--- src/rtl/bad_pkg.sv ---
package bad_pkg;
  localparam int unsigned PROT_FETCH_BIT = 0;
  localparam int unsigned PROT_USER_BIT  = 1;

  typedef enum logic [1:0] {
    TR_IDLE = 2'b00,
    TR_RSVD = 2'b01,
    TR_NSEQ = 2'b10,
    TR_SEQ  = 2'b11
  } trans_e;

  typedef enum logic [1:0] {
    SZ_BYTE = 2'b00,
    SZ_HALF = 2'b01,
    SZ_WORD = 2'b10,
    SZ_RSVD = 2'b11
  } size_e;

  // active transfer kinds carry data; idle and reserved do not
  function automatic logic is_active(input logic [1:0] t);
    return t[1];
  endfunction
endpackage

--- src/rtl/bad_region_match.sv ---
module bad_region_match #(
  parameter int unsigned NUM_SLV = 3,
  parameter int unsigned AW = 32,
  parameter logic [NUM_SLV*AW-1:0] BASE = '0,
  parameter logic [NUM_SLV*AW-1:0] MASK = '0
) (
  input  logic [AW-1:0]      addr_i,
  output logic [NUM_SLV-1:0] hit_o
);
  logic [NUM_SLV-1:0] raw;

  for (genvar g = 0; g < NUM_SLV; g++) begin : g_rgn
    localparam logic [AW-1:0] RB = BASE[g*AW +: AW];
    localparam logic [AW-1:0] RM = MASK[g*AW +: AW];
    assign raw[g] = ((addr_i & RM) == (RB & RM));
  end

  // overlapping regions: lowest index wins
  always_comb begin
    hit_o = '0;
    for (int i = NUM_SLV - 1; i >= 0; i--) begin
      if (raw[i]) hit_o = NUM_SLV'(1) << i;
    end
  end
endmodule

--- src/rtl/bad_prot_check.sv ---
module bad_prot_check #(
  parameter int unsigned NUM_SLV = 3,
  parameter logic [NUM_SLV-1:0] WR_OK    = '1,
  parameter logic [NUM_SLV-1:0] USER_OK  = '1,
  parameter logic [NUM_SLV-1:0] FETCH_OK = '1
) (
  input  logic [NUM_SLV-1:0] hit_i,
  input  logic               write_i,
  input  logic [1:0]         prot_i,
  output logic               viol_o
);
  import bad_pkg::*;

  logic [NUM_SLV-1:0] deny;

  always_comb begin
    deny = '0;
    if (write_i)                deny = deny | ~WR_OK;
    if (prot_i[PROT_USER_BIT])  deny = deny | ~USER_OK;
    if (prot_i[PROT_FETCH_BIT]) deny = deny | ~FETCH_OK;
    viol_o = |(hit_i & deny);
  end
endmodule

--- src/rtl/bad_align_check.sv ---
module bad_align_check #(
  parameter int unsigned AW = 32
) (
  input  logic [AW-1:0] addr_i,
  input  logic [1:0]    size_i,
  output logic          misalign_o
);
  import bad_pkg::*;

  always_comb begin
    unique case (size_e'(size_i))
      SZ_BYTE: misalign_o = 1'b0;
      SZ_HALF: misalign_o = addr_i[0];
      SZ_WORD: misalign_o = |addr_i[1:0];
      default: misalign_o = 1'b1;
    endcase
  end
endmodule

--- src/rtl/bus_addr_decoder.sv ---
module bus_addr_decoder #(
  parameter int unsigned NUM_SLV = 3,
  parameter int unsigned AW = 32,
  parameter logic [NUM_SLV*AW-1:0] REGION_BASE =
    {32'h4000_0000, 32'h2000_0000, 32'h0000_0000},
  parameter logic [NUM_SLV*AW-1:0] REGION_MASK =
    {32'hFFFF_F000, 32'hFFFF_0000, 32'hFFFF_0000},
  parameter logic [NUM_SLV-1:0] WR_OK    = 3'b110,
  parameter logic [NUM_SLV-1:0] USER_OK  = 3'b011,
  parameter logic [NUM_SLV-1:0] FETCH_OK = 3'b011
) (
  input  logic               clk_i,
  input  logic               rst_ni,
  input  logic [AW-1:0]      addr_i,
  input  logic [1:0]         trans_i,
  input  logic [1:0]         prot_i,
  input  logic               write_i,
  input  logic [1:0]         size_i,
  output logic [NUM_SLV-1:0] sel_o,
  output logic               abort_o,
  output logic               wait_o,
  output logic               wait_oe_o
);
  import bad_pkg::*;

  logic [NUM_SLV-1:0] hit;
  logic               viol, misalign, active, miss, bad, grant;

  bad_region_match #(
    .NUM_SLV(NUM_SLV), .AW(AW), .BASE(REGION_BASE), .MASK(REGION_MASK)
  ) u_match (
    .addr_i(addr_i),
    .hit_o (hit)
  );

  bad_prot_check #(
    .NUM_SLV(NUM_SLV), .WR_OK(WR_OK), .USER_OK(USER_OK), .FETCH_OK(FETCH_OK)
  ) u_prot (
    .hit_i  (hit),
    .write_i(write_i),
    .prot_i (prot_i),
    .viol_o (viol)
  );

  bad_align_check #(.AW(AW)) u_align (
    .addr_i    (addr_i),
    .size_i    (size_i),
    .misalign_o(misalign)
  );

  assign active = is_active(trans_i);
  assign miss   = ~|hit;
  assign bad    = miss | viol | misalign;
  assign grant  = active & ~bad;

  always_ff @(posedge clk_i or negedge rst_ni) begin
    if (!rst_ni) begin
      sel_o     <= '0;
      abort_o   <= 1'b0;
      wait_oe_o <= 1'b1;
    end else begin
      sel_o     <= grant ? hit : '0;
      abort_o   <= active & bad;
      wait_oe_o <= ~grant;
    end
  end

  // owned cycles always finish in one beat
  assign wait_o = 1'b0;

  p_onehot_sel_r3: assert property (@(posedge clk_i) disable iff (!rst_ni)
    $onehot0(sel_o));

  p_grant_clean_r2: assert property (@(posedge clk_i) disable iff (!rst_ni)
    (|sel_o) |-> (!abort_o && !wait_oe_o));

  p_addr_only_r4: assert property (@(posedge clk_i) disable iff (!rst_ni)
    !trans_i[1] |=> (sel_o == '0 && !abort_o));

  p_unmapped_r5: assert property (@(posedge clk_i) disable iff (!rst_ni)
    (trans_i[1] && hit == '0) |=> (abort_o && sel_o == '0));

  // R6, R7 and R8 share the permission path
  p_perm_abort_r7: assert property (@(posedge clk_i) disable iff (!rst_ni)
    (trans_i[1] && viol) |=> abort_o);

  p_rsvd_size_r9: assert property (@(posedge clk_i) disable iff (!rst_ni)
    (trans_i[1] && size_i == 2'b11) |=> abort_o);

  p_wait_owner_r10: assert property (@(posedge clk_i) disable iff (!rst_ni)
    (sel_o == '0) |-> wait_oe_o);
endmodule

--- config.mk ---
export PLATFORM = sky130hd
export DESIGN_NAME = bus_addr_decoder
export DESIGN_NICKNAME = d
export VERILOG_FILES = /design/src/rtl/bad_pkg.sv /design/src/rtl/bad_region_match.sv /design/src/rtl/bad_prot_check.sv /design/src/rtl/bad_align_check.sv /design/src/rtl/bus_addr_decoder.sv
export SDC_FILE = /design/constraint.sdc
export NUM_CORES = 1
export LEC_CHECK = 0
export ABC_AREA = 1
export BUFFER_PORTS_ARGS = -buffer_cell sky130_fd_sc_hd__buf_2
export CAP_MARGIN = 20
export CORE_AREA = 5 5 42 44
export CTS_CLUSTER_SIZE = 25
export DETAILED_ROUTE_END_ITERATION = 8
export DIE_AREA = 0 0 47 49
export PLACE_DENSITY = 0.79
export REMOVE_ABC_BUFFERS = 1
export SYNTH_ARGS = -nofsm -noshare
export SYNTH_HDL_FRONTEND = slang
export SYNTH_SLANG_ARGS = --single-unit
--- constraint.sdc ---
create_clock -name clk_i -period 0.85 [get_ports clk_i]
set_input_delay 0.17 -clock clk_i [delete_from_list [all_inputs] [get_ports clk_i]]
set_output_delay 0.17 -clock clk_i [all_outputs]
set_load 0.1 [all_outputs]
# Word-level counts from Yosys, hierarchy flattened
# Cells that the tools add are included.
[word_totals]
ff_bits = 5
latch_bits = 0
ram_bits = 0
rom_bits = 0
elab_cells = 28
memories = 0
[op_classes]
n_addsub = 0
mul = 0
div_mod_pow = 0
magnitude_cmp = 0
eq_ne = 4
shift = 0
muxes = 8
bitwise = 7
reduce_logical = 6
[op_table]
columns = ["cell", "n"]
rows = [
  ["$logic_not 32->1", 1],
  ["$eq 20x19->1 const B", 1],
  ["$mux 3", 6],
  ["$eq 16x14->1 const B", 1],
  ["$reduce_or 3->1", 2],
  ["$and 3x3->3", 1],
  ["$pmux 1 s3", 1],
  ["$and 1x1->1", 2],
  ["$eq 2x1->1 const B", 1],
  ["$eq 2x2->1 const B", 1],
  ["$logic_not 2->1", 1],
  ["$not 1->1", 2],
  ["$or 1x1->1", 2],
  ["$reduce_or 2->1", 1],
  ["$logic_not 1->1", 1],
  ["$mux 1", 1],
]

# Depth between registers and ports, before layout
# Gate-level depths: netlist of run 1.
[depth]
ltp_word = 11
ltp_mapped = 8

# By module
# From an unflattened synthesis of run 1, not the netlist that was laid out.
[hier_totals]
cells_unflattened = 57
area_unflattened_um2 = 349.1
[by_module_without_submodules]
columns = ["mod", "instances", "cells_each", "area_each_um2"]
rows = [
  ["bus_addr_decoder", 1, 21, 200.2],
  ["bad_region_match", 1, 30, 122.6],
  ["bad_align_check", 1, 3, 13.8],
  ["bad_prot_check", 1, 3, 12.5],
]

# Least setup slack after synthesis of run 1
# Ideal clock, no wire load.
[synth_timing]
kind = "flip-flop to output port"
start = "reg abort_o"
end = "out abort_o"
t_arrival_ns = 0.883
required_ns = 0.680
setup_slack_ns = -0.203
stages_incl_launch_ff = 1
path_buffers = 0
cell_sequence = "dfrtp_1"
[synth_lines]
columns = ["item", "line", "rtl"]
rows = [
  ["start, declared", "bus_addr_decoder.sv:20", "output logic abort_o,"],
  ["start signal, assigned", "bus_addr_decoder.sv:63", "abort_o <= active & bad;"],
]
# No word-level cell between the ends.

# Worst setup path after layout of run 1
[layout_timing]
start = "reg wait_oe_o"
end = "out wait_oe_o"
[layout_lines]
columns = ["item", "line", "rtl"]
rows = [
  ["start, declared", "bus_addr_decoder.sv:22", "output logic wait_oe_o"],
  ["start signal, assigned", "bus_addr_decoder.sv:64", "wait_oe_o <= ~grant;"],
]
# No word-level cell between the ends.

==> key figures, run 1 <==
Yosys
  – Top cells by area, synth: dfrtp_1, nor2_1, nor2_2
  – Yosys top cell by area: dfrtp_1
  – Syn Area/Cell: 7.16 um2
  – Number of library cell types mapped by synthesis: 19
  – Sequential area share after synthesis: a little over a third
  – Synth Instances: 50
  – Synthesized area: 358 um2
  – Top cell type's share of synthesized area: 28.0%
  – Synthesis Warnings: 0
  – Post-synthesis register bit count: 5

STA
  – Final setup vio count: 8
  – Unrepaired setup endpoints after global routing: yes
  – Slew Viols, Final: 0
  – Crit path time final: 1.11 ns
  – Final worst-path cycle share: 131%
  – Endpoints failing hold: 0
  – Hold slack: 0.167 ns
  – Worst setup margin: -0.260 ns
  – Achievable frequency: around 900 MHz

Run status
  – Status: complete, but fails checks
  – Failing checks: setup timing

Setup path
  – Buffers plus inverters on the worst setup path: 1
  – CP max stage delay: ~0.54 ns
  – CP arrival: approximately 0.94 ns
  – CP Capture Type: primary output
  – Levels on crit path: 1
  – Critical Path Source Type: register
  – Worst setup path category: reg2out
  – Worst path cell trace: buf_12
  – Crit path max-delay family: flip-flops
  – Crit-path slowest cell: dfstp_2
  – Critical path required time: around 0.7 ns
  – Critical path peak fanout: 1

Die
  – Core area: around 0.0014 mm2
  – Die Footprint: between 0.002 and 0.0025 mm2
  – Row cnt: 14
  – Vert. Die Dim: 49 um
  – I/O pins: 47
  – Die W: about 47 um
  – Starting Density: about a quarter

CTS
  – Root Driver: clkbuf_4
  – Clock Sinks: 5
  – Number of CTS-inserted buffers: 3
  – Max clock buf depth: 2
  – CTS tree: built
  – Clk slew on worst S/H paths: ~0.04 ns
  – H-tree level count: 1

Worst hold path
  – Hold Crit Class: in2reg
  – Hold path cells: 2

GRT
  – Largest net degree at the start of global routing: 6
  – Vias in the first global route: approximately 450
  – Initial antenna violation count: 0
  – All-Layer GR Usage: a little under a tenth
  – First-pass GRT wire length: between 1500 and 2000 um
  – Grt ovf: 0

Power and ir drop
  – Switching Share: around 28%
  – Switching power: between 0.15 and 0.2 mW
  – Internal power: 0.518 mW
  – Power Dens Cells: about 950 mW/mm2
  – Max VDD drop: 0.353 mV
  – Pleak: about 0.36 nW
  – Flop pwr share: between 30% and 40%
  – Clock power frac: between 30% and 40%
  – Gate power share: 29.1%

Route
  – DRC viols: 0
  – Vias per cell: 4.34
  – TritonRoute pass-1 iters: 2
  – Routed Antenna Nets: 0
  – Final WL: roughly 1100 um
  – Via count: roughly 460
  – DRT iter0 DRCs: 4
  – Routed WL per cell: 10.1 um

Final layout
  – FF+latch area: ~130 um2
  – Antenna Cells: 0
  – Filler instances: around 140
  – Area of the multi-input gates: roughly 250 um2
  – Final instance area: between 700 and 800 um2
  – Most common cell after layout, fill and taps aside: buf_2
  – Most frequent cells in the layout: buf_2, nor2_2, nor2_1
  – Final-stage net count: approximately 130
  – Share of cells above drive strength 1: about 70%
  – Layout area overhead: 110%

Placement
  – PortBufs: 34
  – Placed cell area: around 620 um2
  – RD Place Congestion: roughly 0.65
  – Dpl hpwl: 887 um

Job
  – Number of max-cap violations: 0
==> cells in the mapped netlist <==
cell / number
inv_1: 4
o211ai_1: 1
or2_2: 1
dfstp_2: 1
nor3_1: 1
nand2_2: 2
dfrtp_1: 4
nand2_1: 6
buf_4: 1
nor2_4: 1
nand3_1: 4
inv_2: 1
a21oi_1: 1
conb_1: 1
nand4_1: 1
a21boi_1: 1
nand3_4: 1
nor2_2: 5
nor2_1: 13
==> cell type report <==
| class | instances | share of cell area (%) |
|---|---|---|
| clock buffer | 4 | 3.50 |
| sequential | 5 | 16.8 |
| inverter | 5 | 2.50 |
| timing repair buffer | 38 | 40.8 |
| multi-input combinational | 39 | 33.7 |
| tap | 16 | 2.67 |
==> power by group through the flow <==
| stage | Combinational [mW] | Sequential (mW) | Clock [mW] |
|---|---|---|---|
| global route | 0.224 | 0.244 | 0.297 |
| detailed placement | 0.169 | 0.247 | 0 |
| CTS | 0.174 | 0.244 | 0.275 |
| floorplan | 0.0585 | 0.264 | 0 |
| finish | 0.208 | 0.244 | 0.264 |
| global placement | 0.164 | 0.247 | 0 |
==> per-layer routing <==
layer / vias to the layer above / routed length [um] / track usage [%]
li1: 236 / - / -
met4: 0 / 0 / 6.45
met1: 205 / 352 / 8.22
met5: - / 0 / 0
met3: 0 / 111 / 3.69
met2: 23 / 618 / 16.5
==> what timing repair did <==
action	in CTS	in global routing
setup buffers	1	1
hold buffers	1	0
pin swaps	1	12
resized for setup	0	21
setup endpoints to repair	8	10
endpoints found under the hold margin	5	0
==> state kept, by name, indices dropped and copies added (netlist names) <==
| name | cells |
|---|---|
| wait_oe_o | 1 |
| sel_o | 3 |
| abort_o | 1 |
==> metrics by stage <==
stage / cells / setup slack [ns] / util [%] / TNS (ns) / power [mW]
after detailed placement: 100 / -0.255 / 44.5 / -1.18 / 0.416
after floorplan: 49 / -0.203 / - / -1.18 / 0.322
after global routing: 107 / -0.289 / 53.6 / -1.06 / 0.765
final: 107 / -0.260 / 53.6 / -0.773 / 0.716
after global placement: 100 / -0.213 / 44.5 / -0.980 / 0.411
after CTS: 106 / -0.269 / 47.6 / -0.774 / 0.693
==> kinds of logic (layout without fill, tap and decap cells) <==
kind of cell,count (synthesis),in the layout,synth area share [%]
other,1,1,1.05
flip-flops,5,5,35.3
AO/OA/AOI/OAI,3,3,5.59
buffers and inverters,6,47,7.34
AND/OR/NAND/NOR,35,35,50.7
==> final timing paths <==
path                                startpoint  slack, ns             endpoint
hold / removal                      trans_i[1]       0.17  wait_oe_o$_DFF_PN1_
min in group asynchronous               rst_ni       0.28   sel_o[0]$_DFF_PN0_
setup / recovery           wait_oe_o$_DFF_PN1_      -0.26            wait_oe_o
max in group asynchronous               rst_ni       0.37  wait_oe_o$_DFF_PN1_
Power figures use the tool's default switching activity.
==> inputs of run 2 (changes only) <==
Settings changed: BUFFER_PORTS_ARGS -buffer_cell sky130_fd_sc_hd__buf_2 to default, DONT_BUFFER_PORTS from default to 1, PLACE_DENSITY 0.79 to 0.49.
==> run 2 against run 1 <==
The flow still finishes with violations (setup timing). Via count decreased by 27%. Combinational power fell by 51%. Critical endpoint unchanged. Total power fell by 15%. Sequential share of layout area is 6.5 points higher. Largest power group unchanged.
==> key figures, run 2 (same netlist as run 1, synthesis figures left out) <==
Run status
  – Status: complete, but fails checks
  – Failing checks: setup timing

Final layout
  – Most frequent cells in the layout: nor2_1, nor2_2, nand2_1
  – Antenna Cells: 0
  – Final-stage net count: 105
  – Filler instances: 164
  – Max reg flops: 3
  – Layout area overhead: 51.4%
  – Share of cells above drive strength 1: approximately 41%
  – Fin cells: between 70 and 80
  – Area of the multi-input gates: 210 um2
  – Regs by FF count: sel_o (3), abort_o (1), wait_oe_o (1)
  – Largest register by flop count: sel_o
  – FF+latch area: approximately 130 um2
  – Most common cell after layout, fill and taps aside: nor2_1

Setup path
  – Buffers plus inverters on the worst setup path: 1
  – CP Launch Point: wait_oe_o$_DFF_PN1_
  – CP max stage delay: 0.53 ns
  – Critical path peak fanout: 1
  – Critical path required time: slightly below 0.7 ns
  – Crit path max-delay family: flip-flops
  – Worst setup path category: reg2out
  – Crit-path slowest cell: dfstp_2
  – CP Capture Type: primary output
  – Worst path cell trace: buf_12
  – Critical Path Source Type: register
  – CP arrival: 0.94 ns

Route
  – TritonRoute pass-1 iters: 1
  – Final WL: ~760 um
  – Routed WL per cell: between 9 and 10 um
  – Routed Antenna Nets: 0
  – DRT iter0 DRCs: 0
  – Vias per cell: between 4 and 5
  – Via count: 337
  – DRC viols: 0

CTS
  – Root Driver: clkbuf_4
  – Clk slew on worst S/H paths: roughly 0.040 ns
  – CTS tree: built
  – Post-CTS Setup Inserts: 0
  – H-tree level count: 1
  – Max clock buf depth: 2
  – Number of CTS-inserted buffers: 3
  – Clock Sinks: 5

Die
  – Die Footprint: approximately 0.0023 mm2
  – Row cnt: 14
  – I/O pins: 47
  – Starting Density: roughly 26%
  – Die W: 47 um
  – Vert. Die Dim: between 40 and 50 um
  – Core area: about 0.0014 mm2

GRT
  – Grt ovf: 0
  – Vias in the first global route: ~300
  – Initial antenna violation count: 0
  – Largest net degree at the start of global routing: 6
  – All-Layer GR Usage: between 7 and 8%
  – First-pass GRT wire length: around 1200 um

Power and ir drop
  – Max VDD drop: slightly above 0.3 mV
  – Power Dens Cells: roughly 1100 mW/mm2
  – Gate power share: 16.8%
  – Flop pwr share: between 40 and 50%
  – Clock power frac: 43.0%
  – Switching Share: between 20% and 30%
  – Pleak: 0.234 nW
  – Internal power: roughly 0.45 mW
  – Switching power: between 0.15 and 0.2 mW

Placement
  – Dpl hpwl: 726 um
  – PortBufs: 0
  – Placed cells: 74
  – RD Place Congestion: approximately 0.69

STA
  – Unrepaired setup endpoints after global routing: yes
  – Worst setup margin: -0.258 ns
  – Achievable frequency: around 900 MHz
  – Setup Total Neg Slack: -0.706 ns
  – Final worst-path cycle share: 130%
  – Final setup vio count: 5
  – Endpoints failing hold: 0
  – Slew Viols, Final: 0
  – Crit path time final: roughly 1.1 ns

Worst hold path
  – Hold Crit Class: in2reg
  – Hold Startpoint: trans_i[1]

Job
  – Number of max-cap violations: 0
## run 2: cell count changes in the layout (fill, tap and decap cells not counted), moves of 2 or more
cell	before	now
buf_2	25	0
nor2_1	6	11
nor2_4	5	1
nand2_2	4	2
nand2_1	4	6
buf_6	3	0
## run 2: what timing repair did
item | 4_1_cts | 5_1_grt
gates resized for setup | 0 | 2
pin swaps | 0 | 1
setup endpoints to repair | 5 | 8
hold endpoints to repair | 5 | 0
cloned | 0 | 0
hold buffers | 1 | 0
## run 2: final cells by class
type                    instances  area share (%)
flip-flops and latches          5            23.3
clock buffers                   4            4.85
multi-input cells              39            38.8
well taps                      16            3.70
repair buffers                 10            25.9
inverters                       5            3.46
## run 2: final timing paths
check | cells past startpoint | end | slack (ns)
max in group asynchronous | 1 | wait_oe_o$_DFF_PN1_ | 0.38
setup / recovery | 1 | wait_oe_o | -0.26
hold / removal | 1 | wait_oe_o$_DFF_PN1_ | 0.03
min in group asynchronous | 1 | sel_o[0]$_DFF_PN0_ | 0.22
## run 2: power groups by stage
stage	clock (mW)	sequential [mW]	combinational, mW
2_1_floorplan	0	0.264	0.0585
3_3_place_gp	0	0.247	0.0933
3_5_place_dp	0	0.247	0.0945
4_1_cts	0.278	0.244	0.102
5_1_grt	0.285	0.244	0.112
6_report	0.261	0.244	0.102
## run 2: metal layers
metal  track usage (%)  share of wire (%)  vias up  routed length, um
met1              8.99                 35      134                263
met2              9.50                 50       23                381
met4              5.53                  0        0                  0
met5                 0                  0        -                  0
met3              2.21                 15        0                111
li1                  -                  -      180                  -
## run 2: per-stage QoR
stage	power (mW)	instance area [um2]	setup slack (ns)	utilization, %	hold slack (ns)
floorplan	0.322	350	-0.203	-	-0.126
global placement	0.340	500	-0.127	35.7	-0.125
detailed placement	0.341	500	-0.158	35.7	-0.125
CTS	0.624	537	-0.272	38.3	0.0217
global route	0.640	542	-0.285	38.7	0.0260
finish	0.607	542	-0.258	38.7	0.0312
